File: src/rtl/pit_bus_pkg.sv
package pit_bus_pkg;
  localparam int BYTE_W = 8;
  localparam int CNT_W  = 2 * BYTE_W;
  localparam int LOAD_W = CNT_W + 1;

  typedef enum logic [1:0] {
    ACC_LATCH = 2'd0,
    ACC_LO    = 2'd1,
    ACC_HI    = 2'd2,
    ACC_WORD  = 2'd3
  } acc_t;

  typedef enum logic [1:0] {
    CAP_NONE = 2'd0,
    CAP_LO   = 2'd1,
    CAP_HI   = 2'd2,
    CAP_WORD = 2'd3
  } cap_t;

  // value handed to a core for a data write in the given access mode
  function automatic logic [LOAD_W-1:0] reload_value(
    input acc_t acc, input logic [BYTE_W-1:0] held, input logic [BYTE_W-1:0] b);
    logic [CNT_W-1:0] raw;
    case (acc)
      ACC_LO:  raw = {{BYTE_W{1'b0}}, b};
      ACC_HI:  raw = {b, {BYTE_W{1'b0}}};
      default: raw = {b, held};
    endcase
    if (raw == '0) return {1'b1, {CNT_W{1'b0}}};
    return {1'b0, raw};
  endfunction

  function automatic logic [BYTE_W-1:0] status_byte(
    input logic out_lvl, input acc_t acc, input logic [2:0] mode, input logic bcd);
    return {out_lvl, 1'b0, acc, mode, bcd};
  endfunction

  function automatic logic [BYTE_W-1:0] count_byte(
    input logic [CNT_W-1:0] cnt, input logic hi);
    return hi ? cnt[CNT_W-1:BYTE_W] : cnt[BYTE_W-1:0];
  endfunction

  function automatic cap_t cap_of(input acc_t acc);
    return cap_t'(acc);
  endfunction
endpackage

File: src/rtl/pit_ctrl_decode.sv
module pit_ctrl_decode #(
  parameter int NCH = 3
) (
  input  logic           wr_en,
  input  logic [1:0]     wr_addr,
  input  logic [7:1]     ctl,
  output logic [NCH-1:0] data_wr,
  output logic [NCH-1:0] prog,
  output logic [NCH-1:0] cnt_req,
  output logic [NCH-1:0] sts_req
);
  localparam logic [1:0] CTRL_PORT = 2'd3;
  localparam logic [1:0] RB_SEL    = 2'd3;

  logic       ctl_wr;
  logic [1:0] sel;
  logic [1:0] acc;
  logic       readback;

  assign ctl_wr   = wr_en && (wr_addr == CTRL_PORT);
  assign sel      = ctl[7:6];
  assign acc      = ctl[5:4];
  assign readback = ctl_wr && (sel == RB_SEL);

  for (genvar i = 0; i < NCH; i++) begin : g_ch
    logic mine;
    logic rb_pick;
    assign mine       = ctl_wr && (sel == i[1:0]);
    assign rb_pick    = readback && ctl[i+1];
    assign data_wr[i] = wr_en && (wr_addr == i[1:0]);
    assign prog[i]    = mine && (acc != 2'd0);
    assign cnt_req[i] = (mine && (acc == 2'd0)) || (rb_pick && !ctl[5]);
    assign sts_req[i] = rb_pick && !ctl[4];
  end
endmodule

File: src/rtl/pit_chan_regs.sv
module pit_chan_regs
  import pit_bus_pkg::*;
(
  input  logic              clk,
  input  logic              rst,
  input  logic [BYTE_W-1:0] wdata,
  input  logic              data_wr,
  input  logic              prog,
  input  logic              cnt_req,
  input  logic              sts_req,
  input  logic              rd_evt,
  input  logic [CNT_W-1:0]  live_cnt,
  input  logic              out_lvl,
  output logic [BYTE_W-1:0] rd_byte,
  output logic              load_stb,
  output logic [LOAD_W-1:0] load_val,
  output logic [2:0]        mode,
  output logic              bcd
);
  acc_t              acc;
  logic              rd_hi, wr_hi;
  logic [BYTE_W-1:0] held;
  cap_t              cap;
  logic [CNT_W-1:0]  cap_val;
  logic              sts_pend;
  logic [BYTE_W-1:0] sts_val;

  // named events
  logic cnt_rd, live_rd, cap_after_free, sts_after_free;
  logic cnt_take, sts_take, load_now;
  cap_t cap_after_rd;

  assign cnt_rd  = rd_evt && !sts_pend && (cap != CAP_NONE);
  assign live_rd = rd_evt && !sts_pend && (cap == CAP_NONE);

  always_comb begin
    cap_after_rd = cap;
    if (cnt_rd) cap_after_rd = (cap == CAP_WORD) ? CAP_HI : CAP_NONE;
  end

  assign cap_after_free = (cap_after_rd == CAP_NONE);
  assign sts_after_free = rd_evt || !sts_pend;
  assign cnt_take       = cnt_req && cap_after_free;
  assign sts_take       = sts_req && sts_after_free;
  assign load_now       = data_wr && ((acc != ACC_WORD) || wr_hi);

  always_comb begin
    if (sts_pend)
      rd_byte = sts_val;
    else if (cap != CAP_NONE)
      rd_byte = count_byte(cap_val, cap == CAP_HI);
    else
      rd_byte = count_byte(live_cnt, (acc == ACC_HI) || ((acc == ACC_WORD) && rd_hi));
  end

  always_ff @(posedge clk) begin
    if (rst) begin
      acc      <= ACC_WORD;
      mode     <= 3'd3;
      bcd      <= 1'b0;
      rd_hi    <= 1'b0;
      wr_hi    <= 1'b0;
      held     <= '0;
      cap      <= CAP_NONE;
      cap_val  <= '0;
      sts_pend <= 1'b0;
      sts_val  <= '0;
      load_stb <= 1'b0;
      load_val <= '0;
    end else begin
      // read side
      if (live_rd && (acc == ACC_WORD)) rd_hi <= !rd_hi;
      cap      <= cap_after_rd;
      sts_pend <= sts_pend && !rd_evt;
      // captures, judged after the read
      if (cnt_take) begin
        cap     <= cap_of(acc);
        cap_val <= live_cnt;
      end
      if (sts_take) begin
        sts_pend <= 1'b1;
        sts_val  <= status_byte(out_lvl, acc, mode, bcd);
      end
      // write side
      load_stb <= load_now;
      if (data_wr) begin
        load_val <= reload_value(acc, held, wdata);
        if (acc == ACC_WORD) begin
          wr_hi <= !wr_hi;
          if (!wr_hi) held <= wdata;
        end
      end
      if (prog) begin
        acc   <= acc_t'(wdata[5:4]);
        mode  <= wdata[3:1];
        bcd   <= wdata[0];
        rd_hi <= 1'b0;
        wr_hi <= 1'b0;
      end
    end
  end

  AST_CNT_CAP_HELD: assert property (@(posedge clk) disable iff (rst)
    ((cap != CAP_NONE) && cnt_req && !cnt_rd) |=> $stable(cap_val)) else $error("cap");
  AST_STS_CAP_HELD: assert property (@(posedge clk) disable iff (rst)
    (sts_pend && sts_req && !rd_evt) |=> (sts_pend && $stable(sts_val))) else $error("sts");
  AST_STS_KEEPS_CNT: assert property (@(posedge clk) disable iff (rst)
    (rd_evt && sts_pend && (cap != CAP_NONE)) |=> (cap != CAP_NONE)) else $error("keep");
  AST_WORD_FIRST_NOLOAD: assert property (@(posedge clk) disable iff (rst)
    (data_wr && (acc == ACC_WORD) && !wr_hi) |=> !load_stb) else $error("word");
  AST_LOAD_NONZERO: assert property (@(posedge clk) disable iff (rst)
    load_stb |-> (load_val != '0)) else $error("zero");
endmodule

File: src/rtl/pit_rd_mux.sv
module pit_rd_mux
  import pit_bus_pkg::*;
#(
  parameter int NCH = 3
) (
  input  logic                         rd_en,
  input  logic [1:0]                   rd_addr,
  input  logic [NCH-1:0][BYTE_W-1:0]   rd_bytes,
  output logic [NCH-1:0]               rd_evt,
  output logic [BYTE_W-1:0]            rdata
);
  localparam logic [BYTE_W-1:0] NO_DATA = '1;

  for (genvar i = 0; i < NCH; i++) begin : g_ev
    assign rd_evt[i] = rd_en && (rd_addr == i[1:0]);
  end

  always_comb begin
    rdata = rd_en ? NO_DATA : '0;
    for (int i = 0; i < NCH; i++)
      if (rd_evt[i]) rdata = rd_bytes[i];
  end
endmodule

File: src/rtl/pit_bus_ctrl.sv
module pit_bus_ctrl
  import pit_bus_pkg::*;
#(
  parameter int NCH = 3
) (
  input  logic                       clk,
  input  logic                       rst,
  input  logic                       wr_en,
  input  logic [1:0]                 wr_addr,
  input  logic [BYTE_W-1:0]          wdata,
  input  logic                       rd_en,
  input  logic [1:0]                 rd_addr,
  output logic [BYTE_W-1:0]          rdata,
  input  logic [NCH-1:0][CNT_W-1:0]  cnt_live,
  input  logic [NCH-1:0]             cnt_out,
  output logic [NCH-1:0]             load_stb,
  output logic [NCH-1:0][LOAD_W-1:0] load_val,
  output logic [NCH-1:0][2:0]        ch_mode,
  output logic [NCH-1:0]             ch_bcd
);
  logic [NCH-1:0]             data_wr, prog, cnt_req, sts_req, rd_evt;
  logic [NCH-1:0][BYTE_W-1:0] rd_bytes;

  pit_ctrl_decode #(.NCH(NCH)) u_dec (
    .wr_en(wr_en), .wr_addr(wr_addr), .ctl(wdata[7:1]),
    .data_wr(data_wr), .prog(prog), .cnt_req(cnt_req), .sts_req(sts_req)
  );

  for (genvar i = 0; i < NCH; i++) begin : g_ch
    pit_chan_regs u_ch (
      .clk(clk), .rst(rst), .wdata(wdata),
      .data_wr(data_wr[i]), .prog(prog[i]), .cnt_req(cnt_req[i]),
      .sts_req(sts_req[i]), .rd_evt(rd_evt[i]),
      .live_cnt(cnt_live[i]), .out_lvl(cnt_out[i]),
      .rd_byte(rd_bytes[i]), .load_stb(load_stb[i]), .load_val(load_val[i]),
      .mode(ch_mode[i]), .bcd(ch_bcd[i])
    );
  end

  pit_rd_mux #(.NCH(NCH)) u_rd (
    .rd_en(rd_en), .rd_addr(rd_addr), .rd_bytes(rd_bytes),
    .rd_evt(rd_evt), .rdata(rdata)
  );

  AST_ONE_LOAD: assert property (@(posedge clk) disable iff (rst)
    $onehot0(load_stb)) else $error("multi load");
  AST_LOAD_FOLLOWS_WRITE: assert property (@(posedge clk) disable iff (rst)
    !(wr_en && (wr_addr != 2'd3)) |=> (load_stb == '0)) else $error("stray load");
endmodule

File: config.mk
export PLATFORM = sky130hd
export DESIGN_NAME = pit_bus_ctrl
export DESIGN_NICKNAME = d
export VERILOG_FILES = /design/src/rtl/pit_bus_pkg.sv /design/src/rtl/pit_ctrl_decode.sv /design/src/rtl/pit_chan_regs.sv /design/src/rtl/pit_rd_mux.sv /design/src/rtl/pit_bus_ctrl.sv
export SDC_FILE = /design/constraint.sdc
export NUM_CORES = 1
export LEC_CHECK = 0
export ABC_CLOCK_PERIOD_IN_PS = 6770
export BUFFER_PORTS_ARGS = -buffer_cell sky130_fd_sc_hd__buf_4
export CELL_PAD_IN_SITES_DETAIL_PLACEMENT = 0
export CELL_PAD_IN_SITES_GLOBAL_PLACEMENT = 1
export CORE_UTILIZATION = 29
export CTS_CLUSTER_SIZE = 40
export DETAILED_ROUTE_END_ITERATION = 16
export HOLD_SLACK_MARGIN = 0.05
export PLACE_DENSITY = 0.57
export SETUP_SLACK_MARGIN = 0.2
export SLEW_MARGIN = 40
export SYNTH_ARGS = -nofsm -noshare
export SYNTH_HDL_FRONTEND = slang
export SYNTH_SLANG_ARGS = --single-unit
export TNS_END_PERCENT = 1
File: constraint.sdc
create_clock -name clk -period 6.77 [get_ports clk]
set_clock_uncertainty 0.1 [all_clocks]
set_input_delay 0.3385 -clock clk [delete_from_list [all_inputs] [get_ports clk]]
set_output_delay 0.3385 -clock clk [all_outputs]
set_load 0.01 [all_outputs]
==> qor.yml <==
netlist_area_um2: 8380
fin_crit_sh: 0.492
hold_end: "g_ch[2].u_ch.cap_val[13]$_SDFFE_PP0P_"
max-cap-violations: 0
synth.distinct_cells: 52
required_ns: 6.33
cts_root_buf: "clkbuf_16"
r2r_slack_ns: 4.10
synth_seq_area_share: 0.430
io_buffers: 140
rr_endpoint: "g_ch[2].u_ch.cap_val[1]$_SDFFE_PP0P_"
cts_buffers: 17
wl_per_cell_um: 18.4
yosysWarnings: 0
layout-drive-gt1-share: 0.182
synth_nets: 1055
die_h_um: 172
drtIter0Drc: 431
grt-ovfl-total: 0
post_cts_buffers: 0
ant_nets: 0
path_cells: "inv_1, ha_1, a21oi_2, mux2_2, a221oi_1, a211oi_1, buf_4"
vias: 7293
gp_congestion: 0.718
combPwrFrac: 0.108
core_area_um2: 28100
drc: 0
clk_path_buf_depth: 2
clkTransAtPathRegs_ns: 0.07
ys_ff_latch: 180
path_buf_inv: 2
fin_ws_ns: 3.44
drt_wl_total_mm: 27.1
period_needed_ns: 3.33
ir_drop_mv: 0.168
swShare: 0.254
cts-resized-gates: 0
fmax_ghz: 0.300
slew_violations: 0
syn_inst: 979
critPathArrivalTime_ns: 2.89
run_status: "finished, final reports clean"
clkSinkCount: 180
layout_common_cells: "180 x dfxtp_1, 146 x nor2_1, 144 x buf_4, 103 x nand2_1, 101 x mux2i_1"
die_x_um: 172
pwr-share-seq: 0.455
grt_max_degree: 86
grt_pass1_wl_mm: 41.5
final_common_cell: "dfxtp_1"
powerDensity_nw_per_um2: 232
clk_latency_ns: 0.43
area_delta_synth_final_pct: 24.4
holdWs_ns: 0.0585
cp_max_fo: 10
final_nets: 1155
hp-class: "input port to flip-flop"
crit_path_max_incr_delay_ns: 0.48
end_kind: "output pin"
htreeDepth: 4
dr.pass1.iters: 5
rows: 61
reg2reg_from: "g_ch[2].u_ch.sts_pend$_SDFF_PP0_"
cts_tree: "yes"
hpwlAfterDp_mm: 18.6
post-place-ws_ns: 3.86
p_leak_nw: 3.88
worst_pin_slew_ns: 0.833
antenna_found_initial: 0
initial_utilization: 0.298
rsz0062_at_grt: "false"
path_class: "flip-flop to output pin"
setup_tns_ns: 0
intPower_mw: 1.81
grt_use_total: 0.185
final_util: 0.371
grt_pass1_vias: 6954
switching_power_uw: 615
min_from: "cnt_live[45]"
slowest_stage: "a21oi_2"
clock_power_share: 0.437
crit_family: "compound AO/OA/AOI/OAI gates"
ys_async_sr_fraction: 0
critPathLaunchType: "flip-flop"
vias_per_cell: 4.96
setup_viol: 0
synth_area_per_cell_um2: 8.56
worstSetupPathDepth: 7
synth_ff_type: "dfxtp_1"
reg2reg_depth: 6
die_area_um2: 29600
io_pins: 141
synth_edf_count: 0
hold_depth: 3
finalHoldViolations: 0
slew_headroom: 0.444
## worst max-delay path by stage
stage | start | end | slack (ns)
final | g_ch[2].u_ch.acc[0]$_SDFFE_PP1P_ | rdata[4] | 3.44
after global routing | g_ch[0].u_ch.acc[0]$_SDFFE_PP1P_ | rdata[3] | 3.27
after CTS | g_ch[2].u_ch.acc[0]$_SDFFE_PP1P_ | rdata[4] | 3.39
after detailed placement | wr_en | g_ch[2].u_ch.sts_val[2]$_SDFFE_PP0P_ | 3.86
after global placement | g_ch[0].u_ch.acc[0]$_SDFFE_PP1P_ | rdata[3] | 3.59
after floorplan | g_ch[2].u_ch.acc[0]$_SDFFE_PP1P_ | rdata[0] | 4.31
## metal layers
metal / routed length, um / global-route usage
met3: 951 / 0.0291
met4: 311 / 0.0469
met1: 13500 / 0.262
met2: 12300 / 0.290
met5: 0 / 0
## cell usage after synthesis, types with 2 or more instances
cell | number | area share
o31ai_1 | 3 | 0.0027
nand3_1 | 13 | 0.0078
o221ai_1 | 4 | 0.0042
nor3_1 | 22 | 0.013
or4_1 | 5 | 0.0045
dfxtp_1 | 180 | 0.43
xor2_1 | 6 | 0.0063
nand3b_1 | 6 | 0.0054
clkbuf_1 | 64 | 0.029
a32o_1 | 4 | 0.0048
o211ai_1 | 28 | 0.025
o21ai_0 | 57 | 0.034
a221oi_1 | 2 | 0.0021
and3b_1 | 3 | 0.0031
mux2_2 | 10 | 0.013
buf_2 | 6 | 0.0036
a221o_1 | 10 | 0.012
nor3b_1 | 6 | 0.0054
nor2_1 | 149 | 0.067
a211oi_1 | 6 | 0.0054
and3_1 | 3 | 0.0022
a22o_1 | 22 | 0.023
buf_6 | 2 | 0.0027
ha_1 | 9 | 0.013
nand2_1 | 103 | 0.046
a21oi_1 | 45 | 0.027
o22a_1 | 6 | 0.0063
nor4_1 | 3 | 0.0022
buf_4 | 7 | 0.0063
o31a_1 | 4 | 0.0042
inv_1 | 23 | 0.010
buf_1 | 4 | 0.0018
mux2i_1 | 101 | 0.12
a211o_1 | 8 | 0.0084
a31oi_1 | 10 | 0.0075
a21o_1 | 2 | 0.0018
nand4bb_1 | 2 | 0.0027
nand2b_1 | 7 | 0.0052
nor2b_1 | 21 | 0.016
## per-stage QoR
step / cell area, um^2 / cells / power (mW)
6_report: 10400 / 1470 / 2.42
5_1_grt: 10400 / 1469 / 2.52
4_1_cts: 10400 / 1469 / 2.45
3_5_place_dp: 9640 / 1420 / 1.38
3_3_place_gp: 9600 / 1420 / 1.38
2_1_floorplan: 8380 / 979 / 1.26
## registers in the layout (all words and copies together), names as in the netlist
register / cells
g_ch.u_ch.cap_val: 48
g_ch.u_ch.rd_hi: 3
g_ch.u_ch.sts_pend: 3
g_ch.u_ch.held: 24
g_ch.u_ch.wr_hi: 3
g_ch.u_ch.load_val: 51
g_ch.u_ch.mode: 9
g_ch.u_ch.bcd: 3
g_ch.u_ch.acc: 6
g_ch.u_ch.cap: 6
g_ch.u_ch.sts_val: 21
g_ch.u_ch.load_stb: 3
## power by group through the flow
stage | logic, mW | registers, mW | clock network, mW
floorplan | 0.136 | 1.13 | 0
global placement | 0.253 | 1.13 | 0
detailed placement | 0.255 | 1.13 | 0
CTS | 0.264 | 1.10 | 1.09
global route | 0.286 | 1.11 | 1.13
finish | 0.261 | 1.10 | 1.06
## final cells by class
type,count,area (um^2)
repair buffers,164,1280
clock buffers,20,467
multi-input cells,693,4370
fillers,2975,17700
clock inverters,11,148
well taps,378,473
inverters,23,86.3
flip-flops and latches,180,3600
diodes,1,2.50
## worst min-delay path, cell delays in order
cell and delay (ns):
buf_4 0.09, mux2i_1 0.06, nor2_1 0.07
## logic make-up (layout without fill, tap and decap cells)
| group | count (synthesis) | after routing | share of synthesized area |
|---|---|---|---|
| compound gates | 217 | 217 | 0.174 |
| xor+xnor | 6 | 6 | 0.00627 |
| fa+ha+maj | 11 | 11 | 0.0160 |
| buf+inv | 106 | 218 | 0.0533 |
| flops | 180 | 180 | 0.430 |
| mux | 111 | 111 | 0.134 |
| other cells | 0 | 1 | 0 |
| simple gates | 348 | 348 | 0.187 |
## timing repair
action,4_1_cts,5_1_grt
endpoints found under the hold margin,18,0
setup endpoints to repair,0,0
hold buffers,18,0
(Power assumes the default switching activity.)
